`config.mk`:
```
export PLATFORM = sky130hd
export DESIGN_NAME = sqr_voice
export DESIGN_NICKNAME = d
export VERILOG_FILES = /design/src/rtl/sqr_pkg.sv /design/src/rtl/sqr_freq_timer.sv /design/src/rtl/sqr_envelope.sv /design/src/rtl/sqr_length.sv /design/src/rtl/sqr_sweep.sv /design/src/rtl/sqr_voice.sv
export SDC_FILE = /design/constraint.sdc
export NUM_CORES = 1
export LEC_CHECK = 0
export BUFFER_PORTS_ARGS = -buffer_cell sky130_fd_sc_hd__buf_2
export CAP_MARGIN = 25
export CORE_ASPECT_RATIO = 1.4
export CORE_MARGIN = 2
export CORE_UTILIZATION = 55
export DETAILED_ROUTE_END_ITERATION = 6
export GPL_ROUTABILITY_DRIVEN = 0
export GPL_TIMING_DRIVEN = 0
export PLACE_DENSITY = 0.84
export SLEW_MARGIN = 20
export SYNTH_ARGS = -nofsm -noshare
export SYNTH_HDL_FRONTEND = slang
export SYNTH_SLANG_ARGS = --single-unit
```
`constraint.sdc`:
```
create_clock -name clk -period 6.45 [get_ports clk]
set_clock_uncertainty 0.05 [all_clocks]
set_input_delay 0.3225 -clock clk [delete_from_list [all_inputs] [get_ports clk]]
set_output_delay 0.3225 -clock clk [all_outputs]
set_load 0.03 [all_outputs]
```
`src/rtl/sqr_pkg.sv`:
```
`timescale 1ns/1ps
package sqr_pkg;
  localparam int FREQ_W  = 11;
  localparam int VOL_W   = 4;
  localparam int LEN_W   = 6;
  localparam int PER_W   = 3;
  localparam int STEP_W  = 3;
  localparam int CLK_MUL = 4;
  localparam int TMR_W   = FREQ_W + $clog2(CLK_MUL);

  typedef enum logic [2:0] {
    REG_SWEEP   = 3'd0,
    REG_LENDUTY = 3'd1,
    REG_ENV     = 3'd2,
    REG_FLO     = 3'd3,
    REG_CTRL    = 3'd4
  } reg_sel_e;

  // Timer load value: one step lasts (2^FREQ_W - f) * CLK_MUL clocks.
  function automatic logic [TMR_W-1:0] timer_reload(input logic [FREQ_W-1:0] f);
    logic [TMR_W:0] span;
    span = (TMR_W+1)'(2**FREQ_W) - {{(TMR_W+1-FREQ_W){1'b0}}, f};
    span = span * (TMR_W+1)'(CLK_MUL);
    return TMR_W'(span - 1'b1);
  endfunction

  // Waveform bit for a duty select and a sequencer step.
  function automatic logic duty_high(input logic [1:0] sel, input logic [STEP_W-1:0] s);
    logic [7:0] w;
    case (sel)
      2'd0:    w = 8'b1000_0000;
      2'd1:    w = 8'b1000_0001;
      2'd2:    w = 8'b1110_0001;
      default: w = 8'b0111_1110;
    endcase
    return w[s];
  endfunction

  // Sweep arithmetic; the top bit flags a result past the frequency range.
  function automatic logic [FREQ_W:0] sweep_next(input logic [FREQ_W-1:0] sh,
                                                 input logic [PER_W-1:0] n,
                                                 input logic down);
    logic [FREQ_W:0] base;
    logic [FREQ_W:0] delta;
    base  = {1'b0, sh};
    delta = base >> n;
    return down ? (base - delta) : (base + delta);
  endfunction
endpackage

```
`src/rtl/sqr_freq_timer.sv`:
```
`timescale 1ns/1ps
module sqr_freq_timer
  import sqr_pkg::*;
(
  input  logic              clk,
  input  logic              rst_n,
  input  logic              trig,
  input  logic [FREQ_W-1:0] freq,
  output logic [STEP_W-1:0] step,
  output logic              adv
);
  logic [TMR_W-1:0] cnt;

  assign adv = !trig && (cnt == '0);

  always_ff @(posedge clk or negedge rst_n) begin
    if (!rst_n) begin
      cnt  <= '0;
      step <= '0;
    end else if (trig) begin
      cnt  <= timer_reload(freq);
      step <= '0;
    end else if (cnt == '0) begin
      cnt  <= timer_reload(freq);
      step <= step + 1'b1;
    end else begin
      cnt <= cnt - 1'b1;
    end
  end
endmodule

```
`src/rtl/sqr_envelope.sv`:
```
`timescale 1ns/1ps
module sqr_envelope
  import sqr_pkg::*;
(
  input  logic             clk,
  input  logic             rst_n,
  input  logic             trig,
  input  logic             active,
  input  logic             tick,
  input  logic [VOL_W-1:0] init,
  input  logic             up,
  input  logic [PER_W-1:0] per,
  output logic [VOL_W-1:0] vol,
  output logic             step_evt
);
  localparam logic [VOL_W-1:0] VMAX = '1;
  logic [PER_W-1:0] tmr;
  logic             run;
  logic             fire;

  assign run      = tick && active && !trig && (per != '0);
  assign fire     = run && (tmr <= PER_W'(1));
  assign step_evt = fire && (up ? (vol != VMAX) : (vol != '0));

  always_ff @(posedge clk or negedge rst_n) begin
    if (!rst_n) begin
      vol <= '0;
      tmr <= '0;
    end else if (trig) begin
      vol <= init;
      tmr <= per;
    end else if (run) begin
      tmr <= fire ? per : tmr - 1'b1;
      if (step_evt) vol <= up ? vol + 1'b1 : vol - 1'b1;
    end
  end
endmodule

```
`src/rtl/sqr_length.sv`:
```
`timescale 1ns/1ps
module sqr_length
  import sqr_pkg::*;
(
  input  logic             clk,
  input  logic             rst_n,
  input  logic             load,
  input  logic [LEN_W-1:0] load_val,
  input  logic             trig,
  input  logic             tick,
  input  logic             en,
  output logic             expire
);
  localparam int CNT_W = LEN_W + 1;
  localparam logic [CNT_W-1:0] FULL = CNT_W'(2**LEN_W);
  logic [CNT_W-1:0] cnt;

  assign expire = tick && en && !load && !trig && (cnt == CNT_W'(1));

  always_ff @(posedge clk or negedge rst_n) begin
    if (!rst_n) begin
      cnt <= '0;
    end else if (load) begin
      cnt <= FULL - {1'b0, load_val};
    end else if (trig) begin
      if (cnt == '0) cnt <= FULL;
    end else if (tick && en && (cnt != '0)) begin
      cnt <= cnt - 1'b1;
    end
  end
endmodule

```
`src/rtl/sqr_sweep.sv`:
```
`timescale 1ns/1ps
module sqr_sweep
  import sqr_pkg::*;
(
  input  logic              clk,
  input  logic              rst_n,
  input  logic              trig,
  input  logic              active,
  input  logic              tick,
  input  logic [PER_W-1:0]  per,
  input  logic              down,
  input  logic [PER_W-1:0]  shift,
  input  logic [FREQ_W-1:0] freq_load,
  output logic              upd,
  output logic              ovf,
  output logic [FREQ_W-1:0] new_freq
);
  logic [FREQ_W-1:0] shadow;
  logic [PER_W-1:0]  tmr;
  logic [FREQ_W:0]   calc;
  logic              run;
  logic              fire;

  assign calc     = sweep_next(shadow, shift, down);
  assign run      = tick && active && !trig && (per != '0);
  assign fire     = run && (tmr <= PER_W'(1));
  assign ovf      = fire && calc[FREQ_W];
  assign upd      = fire && !calc[FREQ_W] && (shift != '0);
  assign new_freq = calc[FREQ_W-1:0];

  always_ff @(posedge clk or negedge rst_n) begin
    if (!rst_n) begin
      shadow <= '0;
      tmr    <= '0;
    end else if (trig) begin
      shadow <= freq_load;
      tmr    <= per;
    end else begin
      if (run) tmr <= fire ? per : tmr - 1'b1;
      if (upd) shadow <= new_freq;
    end
  end
endmodule

```
`src/rtl/sqr_voice.sv`:
```
`timescale 1ns/1ps
module sqr_voice
  import sqr_pkg::*;
#(
  parameter bit HAS_SWEEP = 1'b1
)(
  input  logic             clk,
  input  logic             rst_n,
  input  logic             bus_wr,
  input  logic [2:0]       bus_addr,
  input  logic [7:0]       bus_wdata,
  output logic [7:0]       bus_rdata,
  input  logic             tick_len,
  input  logic             tick_sweep,
  input  logic             tick_env,
  output logic [VOL_W-1:0] amp,
  output logic             active
);
  localparam int HI_W = FREQ_W - 8;

  // Programmed fields
  logic [PER_W-1:0]  sw_per;
  logic              sw_down;
  logic [PER_W-1:0]  sw_shift;
  logic [1:0]        duty;
  logic [VOL_W-1:0]  env_init;
  logic              env_up;
  logic [PER_W-1:0]  env_per;
  logic [FREQ_W-1:0] freq;
  logic              len_en;

  // Named internal events
  logic wr_sweep, wr_lendut, wr_env, wr_flo, wr_ctrl;
  logic trig, freq_wr, dac_on, kill;
  logic duty_adv, env_step, len_expire, sweep_upd, sweep_ovf;
  logic [FREQ_W-1:0] sweep_freq, freq_ld;
  logic [STEP_W-1:0] step;
  logic [VOL_W-1:0]  vol;

  assign wr_sweep  = bus_wr && (bus_addr == REG_SWEEP) && HAS_SWEEP;
  assign wr_lendut = bus_wr && (bus_addr == REG_LENDUTY);
  assign wr_env    = bus_wr && (bus_addr == REG_ENV);
  assign wr_flo    = bus_wr && (bus_addr == REG_FLO);
  assign wr_ctrl   = bus_wr && (bus_addr == REG_CTRL);
  assign trig      = wr_ctrl && bus_wdata[7];
  assign freq_wr   = wr_flo || wr_ctrl;
  assign freq_ld   = trig ? {bus_wdata[HI_W-1:0], freq[7:0]} : freq;
  assign dac_on    = ({env_init, env_up} != '0);
  assign kill      = len_expire || sweep_ovf || (wr_env && (bus_wdata[7:3] == 5'd0));

  always_ff @(posedge clk or negedge rst_n) begin
    if (!rst_n) begin
      sw_per   <= '0;
      sw_down  <= 1'b0;
      sw_shift <= '0;
      duty     <= '0;
      env_init <= '0;
      env_up   <= 1'b0;
      env_per  <= '0;
      freq     <= '0;
      len_en   <= 1'b0;
      active   <= 1'b0;
    end else begin
      if (wr_sweep)  {sw_per, sw_down, sw_shift} <= bus_wdata[6:0];
      if (wr_lendut) duty <= bus_wdata[7:6];
      if (wr_env)    {env_init, env_up, env_per} <= bus_wdata;
      if (wr_ctrl)   len_en <= bus_wdata[6];
      if (wr_flo)    freq[7:0] <= bus_wdata;
      if (wr_ctrl)   freq[FREQ_W-1:8] <= bus_wdata[HI_W-1:0];
      if (!freq_wr && sweep_upd) freq <= sweep_freq;
      if (trig)      active <= dac_on;
      else if (kill) active <= 1'b0;
    end
  end

  sqr_freq_timer u_timer (
    .clk(clk), .rst_n(rst_n), .trig(trig), .freq(freq_ld),
    .step(step), .adv(duty_adv)
  );

  sqr_envelope u_env (
    .clk(clk), .rst_n(rst_n), .trig(trig), .active(active), .tick(tick_env),
    .init(env_init), .up(env_up), .per(env_per),
    .vol(vol), .step_evt(env_step)
  );

  sqr_length u_len (
    .clk(clk), .rst_n(rst_n), .load(wr_lendut), .load_val(bus_wdata[LEN_W-1:0]),
    .trig(trig), .tick(tick_len), .en(len_en), .expire(len_expire)
  );

  generate
    if (HAS_SWEEP) begin : g_sweep
      sqr_sweep u_sweep (
        .clk(clk), .rst_n(rst_n), .trig(trig), .active(active), .tick(tick_sweep),
        .per(sw_per), .down(sw_down), .shift(sw_shift), .freq_load(freq_ld),
        .upd(sweep_upd), .ovf(sweep_ovf), .new_freq(sweep_freq)
      );
    end else begin : g_nosweep
      assign sweep_upd  = 1'b0;
      assign sweep_ovf  = 1'b0;
      assign sweep_freq = '0;
    end
  endgenerate

  assign amp = (active && duty_high(duty, step)) ? vol : '0;

  always_comb begin
    case (bus_addr)
      REG_SWEEP:   bus_rdata = HAS_SWEEP ? {1'b0, sw_per, sw_down, sw_shift} : 8'h00;
      REG_LENDUTY: bus_rdata = {duty, 6'b0};
      REG_ENV:     bus_rdata = {env_init, env_up, env_per};
      REG_FLO:     bus_rdata = freq[7:0];
      REG_CTRL:    bus_rdata = {1'b0, len_en, {(6-HI_W){1'b0}}, freq[FREQ_W-1:8]};
      default:     bus_rdata = 8'h00;
    endcase
  end
endmodule

```
==> results_dict.tcl, run 1 <==
set metrics [dict create \
    syn-num-nets 721 \
    worst_hold_slack_ns 0.233 \
    drt_wl_total_mm 15.9 \
    via_per_inst 6.49 \
    p_switching_mw 1.58 \
    htree_levels 3 \
    p_leak_nw 2.77 \
    ys_ff_latch 74 \
    tns_ns 0 \
    register_area_sq_um 1850 \
    finalSetupViolCount 0 \
    post-route-util_pct 62.3 \
    io_pins 30 \
    synth-async-reset-ratio_pct 100 \
    multiInputGateArea_sq_um 3730 \
    fill_cells 866 \
    cts.sinks 74 \
    antenna_cells 0 \
    numCtsBuffers 9 \
    status "completed" \
    drive_gt1_share_pct 12.4 \
    max-slew-margin-rel_pct 52.0 \
    finalPower_mw 3.34 \
    ant_nets 0 \
    dp_hpwl_mm 11.7 \
    hold_viol 0 \
    clockRootBuffer "clkbuf_16" \
    detail_route.iter0.violations 484 \
    cts_resized 0 \
    p_seq_share_pct 26.3 \
    grt_first_pass_wirelength_mm 26.4 \
    drv_slew 0 \
    yosysTopAreaCell "dfrtp_1" \
    worstPathRequired_ns 6.58 \
    cts_setup_buffers 0 \
    clock_path_buffers 2 \
    synth_common_cells "dfrtp_1, nor2_1, nand2_1" \
    wl_per_cell_microns 18.6 \
    finalCritPeriodShare_pct 82.0 \
    cp-start-kind "flip-flop" \
    clock.fmax_mhz 189 \
    clk_pin_slew_ns 0.06 \
    grt_overflow 0 \
    fin_nets 760 \
    grt_pass1_vias 5566 \
    rsz0062_at_grt "no" \
    setup_slack_ns 1.16 \
    cts_tree "done" \
    synth_area_leaders "dfrtp_1, ha_1, nor2_1, nand2_1, a21oi_1" \
    initial_utilization_pct 56.2 \
    drc 0 \
    power_switching_share_pct 47.4 \
    syn-instance-count 676 \
    worstPathArrival_ns 5.42 \
    crit_type "reg2reg" \
    antenna_found_initial 0 \
    synth_top_area_share_pct 31.8 \
    hold_class "in2reg" \
    pwr-share-clk_pct 14.0 \
    synth_most_common_cell "dfrtp_1" \
    grt_max_degree 57 \
    comb_power_share_pct 59.7 \
    p_per_area_nw_per_um2 518 \
    worst-path-max-fanout 10 \
    syn_avg_cell_area_sq_um 8.61 \
    first_pass_iters 5 \
    timing.max_cap.violations 0 \
    num_rows 44 \
    synth_cell_types 71 \
    ir_drop_mv 0.324 \
    worstMarginPinSlew_ns 0.718 \
    dieArea_sq_um 11400 \
    yosysSeqAreaShare_pct 31.8 \
    pre_cts_slack_ns 1.34 \
    chipHeight_microns 126 \
    core_sq_um 10300 \
    netlist_area_sq_um 5820 \
    synth-edff-count 0 \
    cp-end-kind "flip-flop" \
    grt_use_total_pct 28.6 \
    io_buffer_count 25 \
    clk_latency_ns 0.34 \
    syn_to_final_growth_pct 10.9 \
    die_w_microns 90.9 \
    p_int_mw 1.76 \
    num_vias 5565 \
    finalCriticalPeriod_ns 5.29 \
    synth-main-ff-cell "dfrtp_1" \
    yosys_warnings 0 \
]
==> power groups by stage <==
stage / Combinational (mW) / Clock [mW] / Sequential (mW)
floorplan: 1.53 / 0 / 0.802
global placement: 1.86 / 0 / 0.858
detailed placement: 1.93 / 0 / 0.876
CTS: 1.96 / 0.470 / 0.868
global route: 2.20 / 0.484 / 0.898
finish: 2.00 / 0.468 / 0.878
==> repair_timing <==
action,4_1_cts,5_1_grt
endpoints found under the setup margin,0,0
endpoints found under the hold margin,18,0
hold buffers,1,0
==> worst paths after layout <==
kind                                start                         to  slack, ns  depth (start not counted)
setup / recovery              sw_shift[0]                   freq[10]       1.16                         17
hold / removal               bus_wdata[7]                    duty[1]       0.23                          3
setup reg to reg              sw_shift[0]                   freq[10]       1.16                         17
hold reg to reg            u_timer.cnt[0]             u_timer.cnt[0]       0.41                          1
max in group asynchronous           rst_n  g_sweep.u_sweep.shadow[8]       5.43                          3
min in group asynchronous           rst_n            u_timer.step[1]       0.36                          2
==> registers in the layout (all words and copies together) (netlist names), 3 cells and up <==
name and flops:
env_init 4, env_per 3, freq 11, g_sweep.u_sweep.shadow 11, g_sweep.u_sweep.tmr 3, sw_per 3
sw_shift 3, u_env.tmr 3, u_env.vol 4, u_len.cnt 7, u_timer.cnt 13, u_timer.step 3
==> metrics by stage <==
stage | instance area (sq um) | cells
4_1_cts | 6450 | 858
6_report | 6450 | 858
5_1_grt | 6450 | 858
3_3_place_gp | 6120 | 839
2_1_floorplan | 5820 | 676
3_5_place_dp | 6160 | 841
==> routing by layer <==
layer | global-route usage (%) | routed length (microns) | up-vias
met5 | 0 | 0 | -
met4 | 20.7 | 1140 | 0
met3 | 4.67 | 974 | 97
met2 | 49.8 | 7950 | 276
met1 | 31.3 | 5870 | 2664
li1 | - | - | 2528
==> cell type report <==
class / instances / share of cell area [%]
Multi-Input combinational cell: 539 / 57.8
Sequential cell: 74 / 28.7
Clock buffer: 10 / 3.70
Timing Repair Buffer: 28 / 2.68
Tap cell: 138 / 2.68
Buffer: 32 / 2.02
Inverter: 31 / 1.80
Clock inverter: 6 / 0.621
==> worst max-delay path, cell delays in order, from the launching register on <==
cell and delay, ns:
dfrtp_1 0.34, buf_6 0.16, clkbuf_1 0.34, clkbuf_1 0.48, mux4_2 0.57, mux2i_1 0.26, and3_1 0.23, nor2_1 0.07
xor2_1 0.17, ha_1 0.33, or2_2 0.32, a21oi_1 0.27, a211oi_1 0.12, nor4_1 0.46, mux2i_4 0.22, nor2_1 0.34
mux2i_1 0.27, o21ai_0 0.12
==> cells in the final DEF, fill, tap and decap left out, types with 9 or more instances in the layout <==
| cell type | synthesis | routed |
|---|---|---|
| clkbuf_1 | 28 | 28 |
| xor2_1 | 22 | 22 |
| nor2_1 | 69 | 69 |
| ha_1 | 26 | 26 |
| clkbuf_16 | 0 | 9 |
| a21oi_1 | 47 | 47 |
| nor3_1 | 27 | 25 |
| buf_2 | 2 | 26 |
| xnor2_1 | 23 | 23 |
| dfrtp_1 | 74 | 74 |
| mux2i_1 | 21 | 21 |
| o21ai_0 | 46 | 46 |
| nand3_1 | 12 | 12 |
| inv_1 | 30 | 30 |
| and3_1 | 12 | 12 |
| and2_1 | 12 | 12 |
| mux2_2 | 19 | 19 |
| nand2_1 | 65 | 65 |
==> logic make-up (layout without fill, tap and decap cells) <==
family | after synthesis | count (layout) | synth area share (%)
mux | 50 | 50 | 11.0
flops | 74 | 74 | 31.8
fa+ha+maj | 29 | 29 | 6.45
compound gates | 171 | 171 | 19.1
simple gates | 244 | 244 | 20.6
xor+xnor | 45 | 45 | 6.77
buf+inv | 63 | 107 | 4.24
(Power assumes the default switching activity.)
==> inputs of run 2 (changes only) <==
==> constraint.sdc (replaced) <==
create_clock -name clk -period 5 [get_ports clk]
set_clock_uncertainty 0.05 [all_clocks]
set_input_delay 0.25 -clock clk [delete_from_list [all_inputs] [get_ports clk]]
set_output_delay 0.25 -clock clk [all_outputs]
set_load 0.03 [all_outputs]
==> run 2 against run 1 <==
  * Total power up 30%
  * Utilization up 0.28 points
  * Worst setup slack worse by 0.96 ns
  * Largest power group unchanged
  * Combinational power up 30%
  * Critical endpoint is now g_sweep.u_sweep.shadow[0]
  * Global-route usage about the same
  * Sequential share of layout area down 0.13 points
  * Critical path type unchanged
  * Highest routed layer unchanged
  * Sequential cell count unchanged
  * Clock-buffer cell count unchanged
  * Sequential power up 29%
==> results_dict.tcl, run 2 (synthesis results as in run 1) <==
set metrics [dict create \
    drt_wl_total_mm 16.3 \
    fin_nets 760 \
    status "completed" \
    grt_pass1_vias 5566 \
    critPathTopFamily "simple AND/OR/NAND/NOR gates" \
    worst-path-max-fanout 10 \
    timing.max_cap.violations 0 \
    worstPathArrival_ns 4.93 \
    hold_class "in2reg" \
    first_pass_iters 7 \
    htree_levels 3 \
    syn_to_final_growth_pct 11.4 \
    clock.fmax_mhz 208 \
    drv_slew 0 \
    grt_overflow 0 \
    finalCritPeriodShare_pct 95.9 \
    cp-start-kind "flip-flop" \
    rsz0062_at_grt "no" \
    rr_worst_depth 15 \
    antenna_found_initial 0 \
    max-slew-margin-rel_pct 50.6 \
    cp-end-kind "flip-flop" \
    p_int_mw 2.27 \
    worstPathCellList "mux4_2, or4_1, nand2_1, and3_1, a21oi_1, o32a_1, ha_1, and4_1, nand2_1, a211oi_1, nor4_2, mux2i_4, inv_2, nor2_1, a221oi_1" \
    grt_max_degree 57 \
    worst-path-buf-inv 1 \
    crit_slowest_cell "or4_1" \
    clock_path_buffers 2 \
    hp-start "bus_wdata[7]" \
    finalSetupViolCount 0 \
    crit_top_cell "nand2_1" \
    finalPower_mw 4.34 \
    pwr-share-clk_pct 14.0 \
    clk_pin_slew_ns 0.06 \
    via_per_inst 6.56 \
    ant_nets 0 \
    power_switching_share_pct 47.6 \
    pre_cts_slack_ns -0.111 \
    largest_register_ffs 13 \
    chipHeight_microns 126 \
    p_switching_mw 2.07 \
    crit_type "reg2reg" \
    crit_path_max_incr_delay_ns 0.57 \
    finalCriticalPeriod_ns 4.80 \
    core_sq_um 10300 \
    ir_drop_mv 0.424 \
    grt_use_total_pct 28.7 \
    dp_hpwl_mm 11.7 \
    wl_per_cell_microns 19.0 \
    die_w_microns 90.9 \
    setup_slack_ns 0.203 \
    top_regs "u_timer.cnt x13, freq x11, g_sweep.u_sweep.shadow x11" \
    tns_ns 0 \
    cts.sinks 74 \
    numCtsBuffers 9 \
    clk_latency_ns 0.34 \
    num_vias 5629 \
    p_seq_share_pct 26.1 \
    cts_tree "done" \
    comb_power_share_pct 59.9 \
    r2r_start "g_sweep.u_sweep.shadow[7]" \
    p_leak_nw 2.79 \
    clockRootBuffer "clkbuf_16" \
    detail_route.iter0.violations 495 \
    io_buffer_count 25 \
    r2r-end "g_sweep.u_sweep.shadow[0]" \
    worstPathRequired_ns 5.13 \
    initial_utilization_pct 56.2 \
    final_cells 858 \
    p_per_area_nw_per_um2 670 \
    drive_gt1_share_pct 13.2 \
    dieArea_sq_um 11400 \
    reg2reg_slack_ns 0.20 \
    final_common_cell "dfrtp_1" \
    post-place-cells 841 \
    min_to "duty[1]" \
    post-route-util_pct 62.6 \
    io_pins 30 \
    regMostFlops "u_timer.cnt" \
    grt_first_pass_wirelength_mm 26.5 \
    num_rows 44 \
    final_cell_mix "dfrtp_1, nor2_1, nand2_1, a21oi_1, o21ai_0" \
    drc 0 \
    hold_viol 0 \
    antenna_cells 0 \
    worstMarginPinSlew_ns 0.738 \
    worstHoldPathCells 3 \
]
-- run 2: layout make-up --
type,count,area (sq um)
Multi-Input combinational cell,539,3740
Sequential cell,74,1850
Tap cell,138,173
Buffer,31,130
Clock inverter,6,40.0
Clock buffer,10,239
Inverter,31,116
Timing Repair Buffer,29,193
Fill cell,864,3870
-- run 2: tightest hold or removal path, delay by kind of cell --
| family | cells | cell delay [ns] |
|---|---|---|
| and+or+nand+nor | 2 | 0.11 |
| buffers and inverters | 1 | 0.14 |
-- run 2: worst max-delay path by stage --
stage                         startpoint                        end  slack (ns)  cells past startpoint
6_report       g_sweep.u_sweep.shadow[7]  g_sweep.u_sweep.shadow[0]        0.20                     15
5_1_grt                      sw_shift[0]                   freq[10]        0.05                     16
4_1_cts                      sw_shift[0]                    freq[7]        0.02                     17
3_5_place_dp                 sw_shift[0]                   freq[10]       -0.11                     17
3_3_place_gp                 sw_shift[0]                    freq[7]        0.03                     17
2_1_floorplan                sw_shift[0]                    freq[7]        0.48                     17
-- run 2: through the flow --
step	hold WS [ns]	instance area, sq um
floorplan	-0.0956	5820
global placement	0.397	6120
detailed placement	0.0989	6160
CTS	0.153	6450
global route	0.159	6480
finish	0.148	6480
-- run 2: repair_timing --
item                                   CTS  global route
setup buffers                            0             1
setup endpoints to repair                9            22
endpoints found under the hold margin   18             0
pin swaps                                0             1
gates cloned                             0             0
hold buffers                             1             0
gates resized for setup                  2             7
-- run 2: power by group through the flow --
stage / logic (mW) / registers [mW] / clock network, mW
after global routing: 2.86 / 1.16 / 0.625
after global placement: 2.39 / 1.11 / 0
final: 2.60 / 1.13 / 0.606
after floorplan: 1.98 / 1.03 / 0
after detailed placement: 2.49 / 1.13 / 0
after CTS: 2.53 / 1.12 / 0.606
-- run 2: metal layers --
metal,part of all wire [%],GRT usage (%),wire length [microns]
met5,0,0,0
met4,7.5,20.7,1220
met3,6.9,4.67,1130
met2,50,49.9,8120
met1,36,31.3,5840
==> inputs of run 3 (changes only) <==
--- a/config.mk
+++ b/config.mk
@@ -9,11 +9,11 @@
 export CAP_MARGIN = 25
 export CORE_ASPECT_RATIO = 1.4
 export CORE_MARGIN = 2
-export CORE_UTILIZATION = 55
+export CORE_UTILIZATION = 30
 export DETAILED_ROUTE_END_ITERATION = 6
 export GPL_ROUTABILITY_DRIVEN = 0
 export GPL_TIMING_DRIVEN = 0
-export PLACE_DENSITY = 0.84
+export PLACE_DENSITY = 0.56
 export SLEW_MARGIN = 20
 export SYNTH_ARGS = -nofsm -noshare
 export SYNTH_HDL_FRONTEND = slang
==> run 3 against run 2 <==
  * Worst hold slack improved by 0.012 ns
  * Clock power grew 23%
  * Critical path type unchanged
  * Routed wire length grew 2.7%
  * Die area increased by 80%
  * Total power grew 2.2%
  * Largest cell class unchanged
  * Highest routed layer unchanged
==> results_dict.tcl, run 3 (synthesis results as in run 1) <==
set metrics [dict create \
    worstMarginPinSlew_ns 0.806 \
    crit_top_cell "clkbuf_2" \
    post-route-util_pct 34.9 \
    via_per_inst 5.31 \
    finalCritPeriodShare_pct 94.7 \
    cp-start-kind "flip-flop" \
    syn_to_final_growth_pct 14.8 \
    worstPathCellList "buf_6, clkbuf_2, clkbuf_2, mux4_2, mux2i_2, and3_1, nor2_1, xor2_1, ha_1, or2_2, a21oi_1, a211oi_2, nor4_2, mux2i_4, nor2_4, clkbuf_2, mux2i_1, a21oi_1" \
    fin_nets 762 \
    cts_tree "done" \
    tns_ns 0 \
    top_regs "u_timer.cnt x13, freq x11, g_sweep.u_sweep.shadow x11" \
    num_vias 5153 \
    clk_latency_ns 0.34 \
    final_common_cell "dfrtp_1" \
    clk_pin_slew_ns 0.06 \
    io_buffer_count 25 \
    worst-path-buf-inv 4 \
    first_pass_iters 4 \
    grt_max_degree 44 \
    antenna_cells 0 \
    place_area_sq_um 6290 \
    grt_pass1_vias 5147 \
    clock_path_buffers 2 \
    drt_wl_total_mm 16.7 \
    p_leak_nw 2.82 \
    cp-end-kind "flip-flop" \
    largest_register_ffs 13 \
    post-place-cells 950 \
    cp.depth 18 \
    crit_start "sw_shift[0]" \
    worstPathArrival_ns 4.89 \
    dp_hpwl_mm 12.9 \
    hold_class "in2reg" \
    crit_path_max_incr_delay_ns 0.54 \
    grt_use_total_pct 16.9 \
    ir_drop_mv 0.282 \
    worstHoldPathCells 3 \
    dieArea_sq_um 20500 \
    final_cells 970 \
    die_w_microns 122 \
    hp-start "bus_wdata[7]" \
    critPathTopFamily "simple AND/OR/NAND/NOR gates" \
    worst-path-max-fanout 10 \
    hold_viol 0 \
    rr_worst_depth 18 \
    worstPathRequired_ns 5.15 \
    clock.fmax_mhz 211 \
    rsz0062_at_grt "no" \
    core_sq_um 19100 \
    final_cell_mix "dfrtp_1, nor2_1, nand2_1, a21oi_1, o21ai_0" \
    initial_utilization_pct 30.4 \
    finalCriticalPeriod_ns 4.74 \
    numCtsBuffers 9 \
    design_area_sq_um 6680 \
    max-slew-margin-rel_pct 46.1 \
    p_per_area_nw_per_um2 665 \
    ant_nets 0 \
    drv_slew 0 \
    wl_per_cell_microns 17.3 \
    drive_gt1_share_pct 13.4 \
    chipHeight_microns 169 \
    clockRootBuffer "clkbuf_16" \
    grt_first_pass_wirelength_mm 27.1 \
    crit_type "reg2reg" \
    finalSetupViolCount 0 \
    crit_slowest_cell "mux4_2" \
    antenna_found_initial 0 \
    r2r_start "sw_shift[0]" \
    reg2reg_slack_ns 0.26 \
    regMostFlops "u_timer.cnt" \
    htree_levels 3 \
    num_rows 60 \
    cts.sinks 74 \
    detail_route.iter0.violations 242 \
    status "completed" \
    grt_overflow 0 \
    io_pins 30 \
    timing.max_cap.violations 0 \
    drc 0 \
]
==> run 3: cell count changes in the layout (fill, tap and decap cells not counted), sizes merged <==
cell and change:
buf -1, clkinv -3, inv -1, clkbuf +4
bufinv +3
==> run 3: per-stage QoR <==
stage               hold slack [ns]  setup WS (ns)  total power [mW]
floorplan                   -0.0956          0.477              3.01
global route                  0.160        0.00250              4.84
detailed placement            0.187         -0.102              3.67
CTS                           0.150         0.0175              4.45
global placement              0.401         -0.141              3.65
finish                        0.160          0.265              4.44
==> run 3: final cells by class <==
| type | instances | area [sq um] |
|---|---|---|
| multi-input cells | 539 | 3740 |
| well taps | 248 | 310 |
| flip-flops and latches | 74 | 1850 |
| clock buffers | 11 | 233 |
| plain buffers | 32 | 136 |
| repair buffers | 30 | 183 |
| clock inverters | 5 | 103 |
| fillers | 2015 | 12500 |
| inverters | 31 | 116 |
==> run 3: path summary, 6_finish.rpt <==
path | endpoint
setup reg to reg | freq[3]
min in group asynchronous | u_timer.cnt[6]
setup / recovery | freq[3]
max in group asynchronous | u_env.tmr[0]
hold / removal | duty[1]
hold reg to reg | u_timer.cnt[0]
==> run 3: worst register-to-register path: cells and delay by family (launching register included) <==
family,cells,cell delay (ns)
flops,1,0.34
compound gates,3,0.46
fa+ha+maj,1,0.33
simple gates,5,1.19
mux,4,1.15
xor+xnor,1,0.18
buf+inv,4,0.90
==> run 3: report_power, final <==
part	internal [mW]	switching, mW	leakage [nW]
logic	1.09	1.47	1.77
registers	0.836	0.298	0.892
clock network	0.487	0.256	0.160
==> run 3: repair_timing <==
item	in CTS	in global routing
hold buffers	1	0
pin swaps	0	1
endpoints found under the hold margin	31	0
gates resized for setup	1	11
setup buffers	0	2
setup endpoints to repair	9	22
cloned	0	0
==> run 3: layer usage <==
metal	vias to the layer above	routed length (microns)	GRT usage [%]
met5	-	0	0
met4	0	543	7.45
met3	28	373	2.09
met2	88	8820	30.7
met1	2501	7010	19.8
li1	2536	-	-
